## src/rtl/cfs_pkg.sv

```systemverilog
package cfs_pkg;
  typedef enum logic [1:0] {
    LS_INV = 2'd0,
    LS_CLN = 2'd1,
    LS_MOD = 2'd2
  } line_st_t;

  typedef enum logic [2:0] {
    F_IDLE, F_SCAN, F_CB, F_SWB, F_ACK1, F_ACK2
  } fsm_t;

  // state a line takes once its snoop write-back has finished
  function automatic line_st_t after_snoop(input logic inval);
    return inval ? LS_INV : LS_CLN;
  endfunction
endpackage

```

## src/rtl/cfs_line_array.sv

```systemverilog
module cfs_line_array
  import cfs_pkg::*;
#(
  parameter int LINES = 8,
  parameter int IW    = 3
) (
  input  logic                   clk,
  input  logic                   rst_n,
  input  logic                   walk_en,
  input  logic [IW-1:0]          walk_idx,
  input  logic                   sw_en,
  input  logic [IW-1:0]          sw_idx,
  input  line_st_t               sw_st,
  input  logic                   kill_en,
  input  logic [IW-1:0]          kill_idx,
  input  logic                   upd_en,
  input  logic [IW-1:0]          upd_idx,
  input  line_st_t               upd_st,
  output line_st_t [LINES-1:0]   lines_o
);
  generate
    for (genvar g = 0; g < LINES; g++) begin : g_line
      line_st_t q;
      always_ff @(posedge clk or negedge rst_n) begin
        if (!rst_n)                              q <= LS_INV;
        else if (walk_en && walk_idx == IW'(g))  q <= LS_INV;
        else if (sw_en   && sw_idx   == IW'(g))  q <= sw_st;
        else if (kill_en && kill_idx == IW'(g))  q <= LS_INV;
        else if (upd_en  && upd_idx  == IW'(g))  q <= upd_st;
      end
      assign lines_o[g] = q;
    end
  endgenerate
endmodule

```

## src/rtl/cfs_snoop.sv

```systemverilog
module cfs_snoop
  import cfs_pkg::*;
#(
  parameter int IW = 3
) (
  input  logic          clk,
  input  logic          rst_n,
  input  logic          snp_valid_i,
  input  logic [IW-1:0] snp_index_i,
  input  logic          snp_inval_i,
  input  line_st_t      hit_st,
  input  logic          in_flight,
  input  logic          swb_active,
  input  logic          clr,
  output logic          ready,
  output logic          fire,
  output logic          hitm,
  output logic          kill_en,
  output logic          pend_q,
  output logic [IW-1:0] pidx_q,
  output logic          pinv_q
);
  logic set_pend;

  assign ready    = !pend_q && !swb_active;
  assign fire     = snp_valid_i && ready;
  assign hitm     = fire && hit_st == LS_MOD;
  assign set_pend = hitm && !in_flight;
  assign kill_en  = fire && hit_st != LS_MOD && snp_inval_i;

  always_ff @(posedge clk or negedge rst_n) begin
    if (!rst_n) begin
      pend_q <= 1'b0;
      pidx_q <= '0;
      pinv_q <= 1'b0;
    end else if (set_pend) begin
      pend_q <= 1'b1;
      pidx_q <= snp_index_i;
      pinv_q <= snp_inval_i;
    end else if (clr) begin
      pend_q <= 1'b0;
    end
  end


  pend_keep_chk: assert property (@(posedge clk) disable iff (!rst_n)
    pend_q && !clr |=> pend_q);
endmodule

```

## src/rtl/cache_flush_seq.sv

```systemverilog
module cache_flush_seq
  import cfs_pkg::*;
#(
  parameter  int LINES = 8,
  localparam int IW    = $clog2(LINES)
) (
  input  logic          clk,
  input  logic          rst_n,
  input  logic          flush_pin_i,
  input  logic          wbinv_cmd_i,
  input  logic          upd_valid_i,
  input  logic [IW-1:0] upd_index_i,
  input  logic [1:0]    upd_state_i,
  input  logic          snp_valid_i,
  input  logic [IW-1:0] snp_index_i,
  input  logic          snp_inval_i,
  output logic          snp_ready_o,
  output logic          snp_hitm_o,
  output logic          wb_req_o,
  output logic [IW-1:0] wb_index_o,
  output logic          wb_snoop_o,
  input  logic          wb_done_i,
  output logic          ack_req_o,
  output logic          ack_second_o,
  input  logic          ack_done_i,
  input  logic [IW-1:0] prb_index_i,
  output logic [1:0]    prb_state_o,
  output logic          busy_o
);
  function automatic logic [IW:0] step(input logic [IW:0] i);
    return i + 1'b1;
  endfunction

  function automatic logic any_mod(input line_st_t [LINES-1:0] l);
    logic r = 1'b0;
    for (int k = 0; k < LINES; k++) r |= (l[k] == LS_MOD);
    return r;
  endfunction

  fsm_t                 st_q, st_d;
  logic [IW:0]          idx_q, idx_d;
  logic                 busy_q, busy_d;
  line_st_t [LINES-1:0] lines;
  logic                 start, walk_end, walk_en;
  logic                 fire, hitm, kill_en, pend_q, pinv_q, in_flight, sw_en;
  logic [IW-1:0]        pidx_q, walk_idx;
  line_st_t             cur_st;

  assign walk_idx  = idx_q[IW-1:0];
  assign walk_end  = (idx_q == (IW+1)'(LINES));
  assign cur_st    = lines[walk_idx];
  assign start     = (flush_pin_i || wbinv_cmd_i) && !busy_q;
  assign in_flight = (st_q == F_CB) && (walk_idx == snp_index_i);
  assign sw_en     = (st_q == F_SWB) && wb_done_i;

  cfs_snoop #(.IW(IW)) u_snoop (
    .clk(clk), .rst_n(rst_n),
    .snp_valid_i(snp_valid_i), .snp_index_i(snp_index_i), .snp_inval_i(snp_inval_i),
    .hit_st(lines[snp_index_i]), .in_flight(in_flight),
    .swb_active(st_q == F_SWB), .clr(sw_en),
    .ready(snp_ready_o), .fire(fire), .hitm(hitm), .kill_en(kill_en),
    .pend_q(pend_q), .pidx_q(pidx_q), .pinv_q(pinv_q)
  );

  cfs_line_array #(.LINES(LINES), .IW(IW)) u_lines (
    .clk(clk), .rst_n(rst_n),
    .walk_en(walk_en), .walk_idx(walk_idx),
    .sw_en(sw_en), .sw_idx(pidx_q), .sw_st(after_snoop(pinv_q)),
    .kill_en(kill_en), .kill_idx(snp_index_i),
    .upd_en(upd_valid_i && !busy_q), .upd_idx(upd_index_i),
    .upd_st(line_st_t'(upd_state_i)),
    .lines_o(lines)
  );

  always_comb begin
    st_d    = st_q;
    idx_d   = idx_q;
    busy_d  = busy_q;
    walk_en = 1'b0;
    case (st_q)
      F_IDLE: begin
        if (pend_q)     st_d = F_SWB;
        else if (start) st_d = F_SCAN;
      end
      F_SCAN: begin
        if (pend_q) st_d = F_SWB;
        else if (!fire) begin
          if (walk_end)               st_d = F_ACK1;
          else if (cur_st == LS_MOD)  st_d = F_CB;
          else begin
            walk_en = 1'b1;
            idx_d   = step(idx_q);
          end
        end
      end
      F_CB: if (wb_done_i) begin
        walk_en = 1'b1;
        idx_d   = step(idx_q);
        st_d    = F_SCAN;
      end
      F_SWB:  if (wb_done_i) st_d = (busy_q || start) ? F_SCAN : F_IDLE;
      F_ACK1: if (ack_done_i) st_d = F_ACK2;
      F_ACK2: if (ack_done_i) begin
        st_d   = F_IDLE;
        busy_d = 1'b0;
      end
      default: st_d = F_IDLE;
    endcase
    if (start) begin
      busy_d = 1'b1;
      idx_d  = '0;
    end
  end

  always_ff @(posedge clk or negedge rst_n) begin
    if (!rst_n) begin
      st_q   <= F_IDLE;
      idx_q  <= '0;
      busy_q <= 1'b0;
    end else begin
      st_q   <= st_d;
      idx_q  <= idx_d;
      busy_q <= busy_d;
    end
  end

  assign busy_o       = busy_q;
  assign snp_hitm_o   = hitm;
  assign wb_req_o     = (st_q == F_CB) || (st_q == F_SWB);
  assign wb_snoop_o   = (st_q == F_SWB);
  assign wb_index_o   = (st_q == F_SWB) ? pidx_q : walk_idx;
  assign ack_req_o    = (st_q == F_ACK1) || (st_q == F_ACK2);
  assign ack_second_o = (st_q == F_ACK2);
  assign prb_state_o  = lines[prb_index_i];


  busy_hold_chk: assert property (@(posedge clk) disable iff (!rst_n)
    busy_q && !(st_q == F_ACK2 && ack_done_i) |=> busy_q);

  wb_hold_chk: assert property (@(posedge clk) disable iff (!rst_n)
    wb_req_o && !wb_done_i |=> wb_req_o && $stable(wb_index_o) && $stable(wb_snoop_o));

  ack_clean_chk: assert property (@(posedge clk) disable iff (!rst_n)
    ack_req_o |-> !any_mod(lines));

  ack_order_chk: assert property (@(posedge clk) disable iff (!rst_n)
    $rose(ack_second_o) |-> $past(ack_req_o));

  idx_mono_chk: assert property (@(posedge clk) disable iff (!rst_n)
    busy_q |=> idx_q >= $past(idx_q));
endmodule

```

## config.mk

```make
export PLATFORM = sky130hd
export DESIGN_NAME = cache_flush_seq
export DESIGN_NICKNAME = d
export VERILOG_FILES = /design/src/rtl/cfs_pkg.sv /design/src/rtl/cfs_line_array.sv /design/src/rtl/cfs_snoop.sv /design/src/rtl/cache_flush_seq.sv
export SDC_FILE = /design/constraint.sdc
export NUM_CORES = 1
export LEC_CHECK = 0
export CAP_MARGIN = 30
export CORE_MARGIN = 4
export CORE_UTILIZATION = 45
export CTS_CLUSTER_SIZE = 14
export DETAILED_ROUTE_END_ITERATION = 10
export PLACE_DENSITY = 0.67
export SLEW_MARGIN = 20
export SYNTH_ARGS = -nofsm -noshare
export SYNTH_HDL_FRONTEND = slang
export SYNTH_SLANG_ARGS = --single-unit
```

## constraint.sdc

```tcl
create_clock -name clk -period 4.4 [get_ports clk]
set_clock_uncertainty 0.15 [all_clocks]
set_input_delay 0.88 -clock clk [delete_from_list [all_inputs] [get_ports clk]]
set_output_delay 0.88 -clock clk [all_outputs]
set_load 0.02 [all_outputs]
```

==> key figures, run 1 <==
Power
  • Pleak: 1.149 nW
  • Worst VDD drop: about 270 uV
  • Cell Pwr Density: 512.2 mW/mm2
  • Pwr Total: approximately 1.5 mW

Setup path
  • R2R Setup Slk: between 1500 and 2000 ps
  • CP max stage delay: ~600 ps
  • Most Frequent Cell on Critical Path: clkdlybuf4s50_1
  • CP Cell Sequence: clkdlybuf4s50_1 -> mux4_2 -> mux2i_4 -> and3_2 -> clkdlybuf4s50_1
  • Worst EP required: about 3400 ps
  • Worst Path Buf+Inv: 2
  • Worst-path fanout max: 3
  • Crit path DAT: 2960 ps
  • Critical path startpoint category: input pin
  • Delay-heaviest family, CP: buffers and inverters
  • Critical path capture point type: output port
  • Setup CP Type: in -> out
  • Crit-path slowest cell: clkdlybuf4s50_1

Logic synthesis
  • Count leader, synth: dfrtp_1
  • Synth area leaders: dfrtp_1 29%, mux4_2 6.3%, mux2i_1 4.4%
  • Synth Area per Inst: approximately 10 um2
  • Netlist cell types: between 70 and 80
  • Leading area contributor after synthesis: dfrtp_1
  • FF+latch count, synth: 29
  • Share of the synthesized area in the top cell type: 0.2891
  • Most common library cells after synthesis: 29 x dfrtp_1, 22 x nand2_1, 15 x nor2_1, 12 x nand2b_1, 11 x mux2i_1
  • Netlist Area Pre-Place: roughly 0.0025 mm2
  • Mapped Nets: around 280
  • Syn Inst Count: around 250
  • Ys flop type: dfrtp_1
  • Synth Warn #: 0
  • Async SR Flop Fraction: 1.000
  • EDFF count, synth: 0
  • Register area share after synthesis: 0.2891

Die
  • Die W: around 83 um
  • Die ar.: between 0.006 and 0.007 mm2
  • Core area: between 0.005 and 0.006 mm2
  • Top Ports: 32
  • Vert. Die Dim: between 80 and 90 um
  • Rows: 26
  • Starting Density: 0.4763

Drt
  • Final wirelength: 6.981 mm
  • Post-route DRC: 0
  • Antenna viol nets, final: 0
  • Drt pass-1 iters: 6
  • Wire length per cell: around 20 um
  • Vias/cell: approximately 6.3
  • Initial drt markers: ~220
  • Vias: 2214

Global route
  • Vias in the first global route: between 2000 and 2500
  • Initial antenna violation count: 0
  • Largest net degree at the start of global routing: 30
  • GRT Resource Usage Total: 0.2198
  • First-pass GRT wire length: around 11 mm
  • Remaining Overflow, GRT: 0

Timing
  • Pins Over Slew Limit: 0
  • Hold Fails Final Rpt: 0
  • Fmax: 250.7 MHz
  • Setup_tns: 0 ps
  • Final min period: approximately 4000 ps
  • Final worst slack: slightly above 400 ps
  • Slew headroom: 0.5569
  • RSZ-0062 raised after global routing: false
  • Final setup viols: 0
  • WHS: approximately 500 ps
  • Period utilisation layout: 0.9067
  • Least-Margin Pin Slew: 659.6 ps

Clock network
  • Post-CTS setup buffers: 0
  • CTS Hold Buffers Added: 0
  • Post-CTS resize count: 0
  • CTS root buf: clkbuf_8
  • Worst-skew pair later-pin latency: between 200 and 300 ps
  • CTS Buf Count: 5
  • Max Root-Sink Buffers: 2
  • CTS HTree Levels: 2
  • CTS Sinks: 29
  • CTS clk-pin slew, worst paths: roughly 70 ps
  • CTS tree: done

Flow run
  • Max_cap viols: 0

Finish
  • Fin util: 0.5594
  • P&R area growth vs syn: 17.45%
  • Layout cells sized above 1: 0.1837
  • Final Non-Filler Cells: 353
  • # diodes: 0
  • Final Cell Area: just under 0.003 mm2
  • # nets final: ~300
  • Fill cells: 490

Placement
  • DP Area: 0.002861 mm2
  • Dpl cells: between 300 and 400
  • I/O Buffers: 31
  • Post-DP HPWL: about 5.3 mm
  • Routability cong.: 0.9100
  • Pre-CTS worst setup slack: between 400 and 500 ps

Min path
  • Hold Path Class: reg -> reg

Run status
  • Status: completed
-- cells in the final DEF, fill, tap and decap left out, types with 3 or more instances in the layout --
master	netlist	routed
clkdlybuf4s50_1	0	31
dfrtp_1	29	29
nand2_1	22	22
nor2_1	15	15
nand2b_1	12	12
mux2i_1	11	11
a21oi_1	10	10
o21ai_0	8	8
nor2b_1	8	8
nor3_1	8	8
mux4_2	7	7
nand3b_1	6	6
ha_1	6	6
inv_1	5	5
nor3b_1	5	5
clkbuf_8	0	5
mux2_2	4	4
nand3_1	4	4
mux2_4	4	4
and2_1	3	3
o221ai_1	3	3
nand4_1	3	3
buf_4	0	3
-- state kept, by name (all words and copies together), names as in the netlist --
register,count
busy_o,1
idx_q,4
st_q,3
u_lines.g_line.q,16
u_snoop.pend_q,1
u_snoop.pidx_q,3
u_snoop.pinv_q,1
-- cell type report --
class	count	area, um2	share of cell area
clock buffers	5	68.82	0.02334
clock inverters	3	17.52	0.005942
inverters	6	22.52	0.007640
multi-input cells	206	1693	0.5743
flip-flops and latches	29	725.7	0.2462
well taps	70	87.58	0.02971
repair buffers	34	332.8	0.1129
-- final timing paths --
path                                      start                                  to  depth (start not counted)
setup / recovery                 snp_index_i[1]                          snp_hitm_o                          5
hold / removal               busy_o$_DFFE_PN0P_                  busy_o$_DFFE_PN0P_                          1
setup reg to reg           idx_q[0]$_DFFE_PN0P_                idx_q[0]$_DFFE_PN0P_                          7
hold reg to reg              busy_o$_DFFE_PN0P_                  busy_o$_DFFE_PN0P_                          1
max in group asynchronous                 rst_n                 st_q[1]$_DFFE_PN0P_                          2
min in group asynchronous                 rst_n  u_lines.g_line[1].q[1]$_DFFE_PN0P_                          2
-- kinds of logic (layout without fill, tap and decap cells) --
| kind of cell | after synthesis | count (layout) | share of synthesized area |
|---|---|---|---|
| simple gates | 113 | 113 | 0.2832 |
| xor+xnor | 3 | 3 | 0.01047 |
| compound gates | 57 | 57 | 0.1934 |
| buf+inv | 17 | 48 | 0.03639 |
| flops | 29 | 29 | 0.2891 |
| fa+ha+maj | 6 | 6 | 0.02991 |
| mux | 27 | 27 | 0.1575 |
-- metal layers --
layer  routed length [um]  GRT usage
met3                  317    0.03471
met2                 3353     0.3454
met1                 3163     0.3071
met4                  147    0.07353
met5                    0          0
-- power breakdown --
group	switching, mW	internal [mW]	total [mW]	leakage (nW)
registers	0.167	0.345	0.512	0.373
clock network	0.115	0.109	0.224	0.0439
logic	0.402	0.372	0.773	0.732
Note: power is estimated with default switching activity, not from simulation.
==> run 2: changes to the inputs <==
Clock period 4.4 ns to 4.2 ns, I/O delays scaled along.
==> key figures, run 2 (synthesized netlist as in run 1, its figures left out) <==
Drt
  • Antenna viol nets, final: 0
  • Final wirelength: slightly below 7 mm
  • Vias/cell: around 6
  • Vias: approximately 2200
  • Drt pass-1 iters: 5
  • Post-route DRC: 0
  • Wire length per cell: about 20 um
  • Initial drt markers: roughly 280

Setup path
  • Capture point of the worst path: snp_hitm_o
  • Critical path origin: snp_index_i[1]
  • Reg2reg start: idx_q[0]$_DFFE_PN0P_
  • Worst-path fanout max: 3
  • R2R Setup Slk: 1680 ps
  • Critical path startpoint category: input pin
  • Reg2Reg Capture Point: idx_q[1]$_DFFE_PN0P_
  • Crit path DAT: 2920 ps
  • Critical path capture point type: output port
  • Worst EP required: roughly 3200 ps
  • Setup CP Type: in -> out
  • FF-to-FF path depth: 7

Power
  • Cell Pwr Density: 543.4 mW/mm2
  • NetSw: 0.7106 mW
  • Sw frac: 0.4414
  • Worst VDD drop: just over 300 uV
  • Clock power frac: 0.165
  • Pleak: 1.159 nW
  • Cell-internal power: 0.8993 mW
  • Reg power frac: 0.332
  • Comb pwr share: 0.502

Placement
  • Routability cong.: 0.9655
  • Post-DP HPWL: between 5 and 6 mm
  • I/O Buffers: 31

Die
  • Rows: 26
  • Top Ports: 32
  • Die ar.: approximately 0.0068 mm2
  • Starting Density: 0.4763
  • Die W: ~83 um
  • Vert. Die Dim: a little over 80 um
  • Core area: 0.005270 mm2

Clock network
  • Worst-skew pair later-pin latency: around 300 ps
  • Post-CTS setup buffers: 0
  • Post-CTS resize count: 0
  • CTS clk-pin slew, worst paths: roughly 60 ps
  • CTS Buf Count: 5
  • CTS Sinks: 29
  • CTS HTree Levels: 2
  • CTS tree: done
  • CTS Hold Buffers Added: 0
  • CTS root buf: clkbuf_8
  • Max Root-Sink Buffers: 2

Timing
  • Pins Over Slew Limit: 0
  • Final setup viols: 0
  • Fmax: around 260 MHz
  • Period utilisation layout: 0.9312
  • Setup_tns: 0 ps
  • Hold Fails Final Rpt: 0
  • Final min period: between 3000 and 4000 ps
  • Least-Margin Pin Slew: between 500 and 600 ps
  • Slew headroom: 0.6053
  • WHS: around 490 ps
  • RSZ-0062 raised after global routing: false

Finish
  • Layout cells sized above 1: 0.1837
  • # nets final: roughly 300
  • Max reg flops: 16
  • P&R area growth vs syn: 18.05%
  • Largest Register: u_lines.g_line.q
  • Highest-count cells in the layout ignoring fill and taps: 31 x clkdlybuf4s50_1, 29 x dfrtp_1, 22 x nand2_1
  • Most common cell after layout, fill and taps aside: clkdlybuf4s50_1
  • # diodes: 0
  • Largest regs: u_lines.g_line.q: 16 flops, idx_q: 4 flops

Global route
  • Largest net degree at the start of global routing: 30
  • Vias in the first global route: about 2100
  • Remaining Overflow, GRT: 0
  • First-pass GRT wire length: between 10 and 15 mm
  • GRT Resource Usage Total: 0.2147
  • Initial antenna violation count: 0

Run status
  • Status: completed

Min path
  • Hold Path Class: reg -> reg
  • Hold path startpoint: u_lines.g_line[2].q[0]$_DFFE_PN0P_

Flow run
  • Max_cap viols: 0
run 2: how the worst min path moves through the flow:
| stage | to | depth (start not counted) |
|---|---|---|
| floorplan | busy_o$_DFFE_PN0P_ | 0 |
| detailed placement | u_lines.g_line[2].q[0]$_DFFE_PN0P_ | 2 |
| finish | u_lines.g_line[2].q[0]$_DFFE_PN0P_ | 2 |
| global route | idx_q[3]$_DFFE_PN0P_ | 2 |
| CTS | u_lines.g_line[2].q[0]$_DFFE_PN0P_ | 2 |
| global placement | idx_q[3]$_DFFE_PN0P_ | 2 |
run 2: per-stage QoR:
stage            util  power, mW  instances  worst slack (ps)  cell area, um2
2_1_floorplan       -      1.093        252              1197            2510
3_3_place_gp   0.5430      1.338        345             287.7            2861
3_5_place_dp   0.5430      1.338        345             268.8            2861
4_1_cts        0.5622      1.604        353             271.9            2963
5_1_grt        0.5622      1.709        353             236.9            2963
6_report       0.5622      1.610        353             288.9            2963
run 2: power by group through the flow:
stage                     Combinational [mW]  Sequential [mW]  Clock [mW]
after floorplan                        0.668            0.425           0
after detailed placement               0.802            0.536           0
after global routing                   0.878            0.553       0.278
final                                  0.809            0.535       0.266
after global placement                 0.797            0.541           0
after CTS                              0.807            0.530       0.267
run 2: worst max-delay path, cell delays in order:
cell and delay [ps]:
clkdlybuf4s50_1 500, mux4_2 570, mux2i_4 200, and3_2 200, clkdlybuf4s50_1 600
run 2: metal layers:
layer | share of wire | GRT usage
met4 | 0.024 | 0.09641
met2 | 0.48 | 0.3421
met3 | 0.061 | 0.03905
met5 | 0 | 0
met1 | 0.43 | 0.2826
run 2: final cells by class:
| cell class | instances | area (um2) |
|---|---|---|
| timing repair buffer | 34 | 332.8 |
| tap | 70 | 87.58 |
| inverter | 6 | 22.52 |
| multi-input combinational | 206 | 1693 |
| clock inverter | 1 | 5.005 |
| clock buffer | 7 | 96.34 |
| fill | 464 | 2307 |
| sequential | 29 | 725.7 |
==> run 3: changes to the inputs <==
Settings changed: SKIP_LAST_GASP set to 1.
==> results of run 3 <==
Final layout, timing and power as in run 2 (identical DEF).
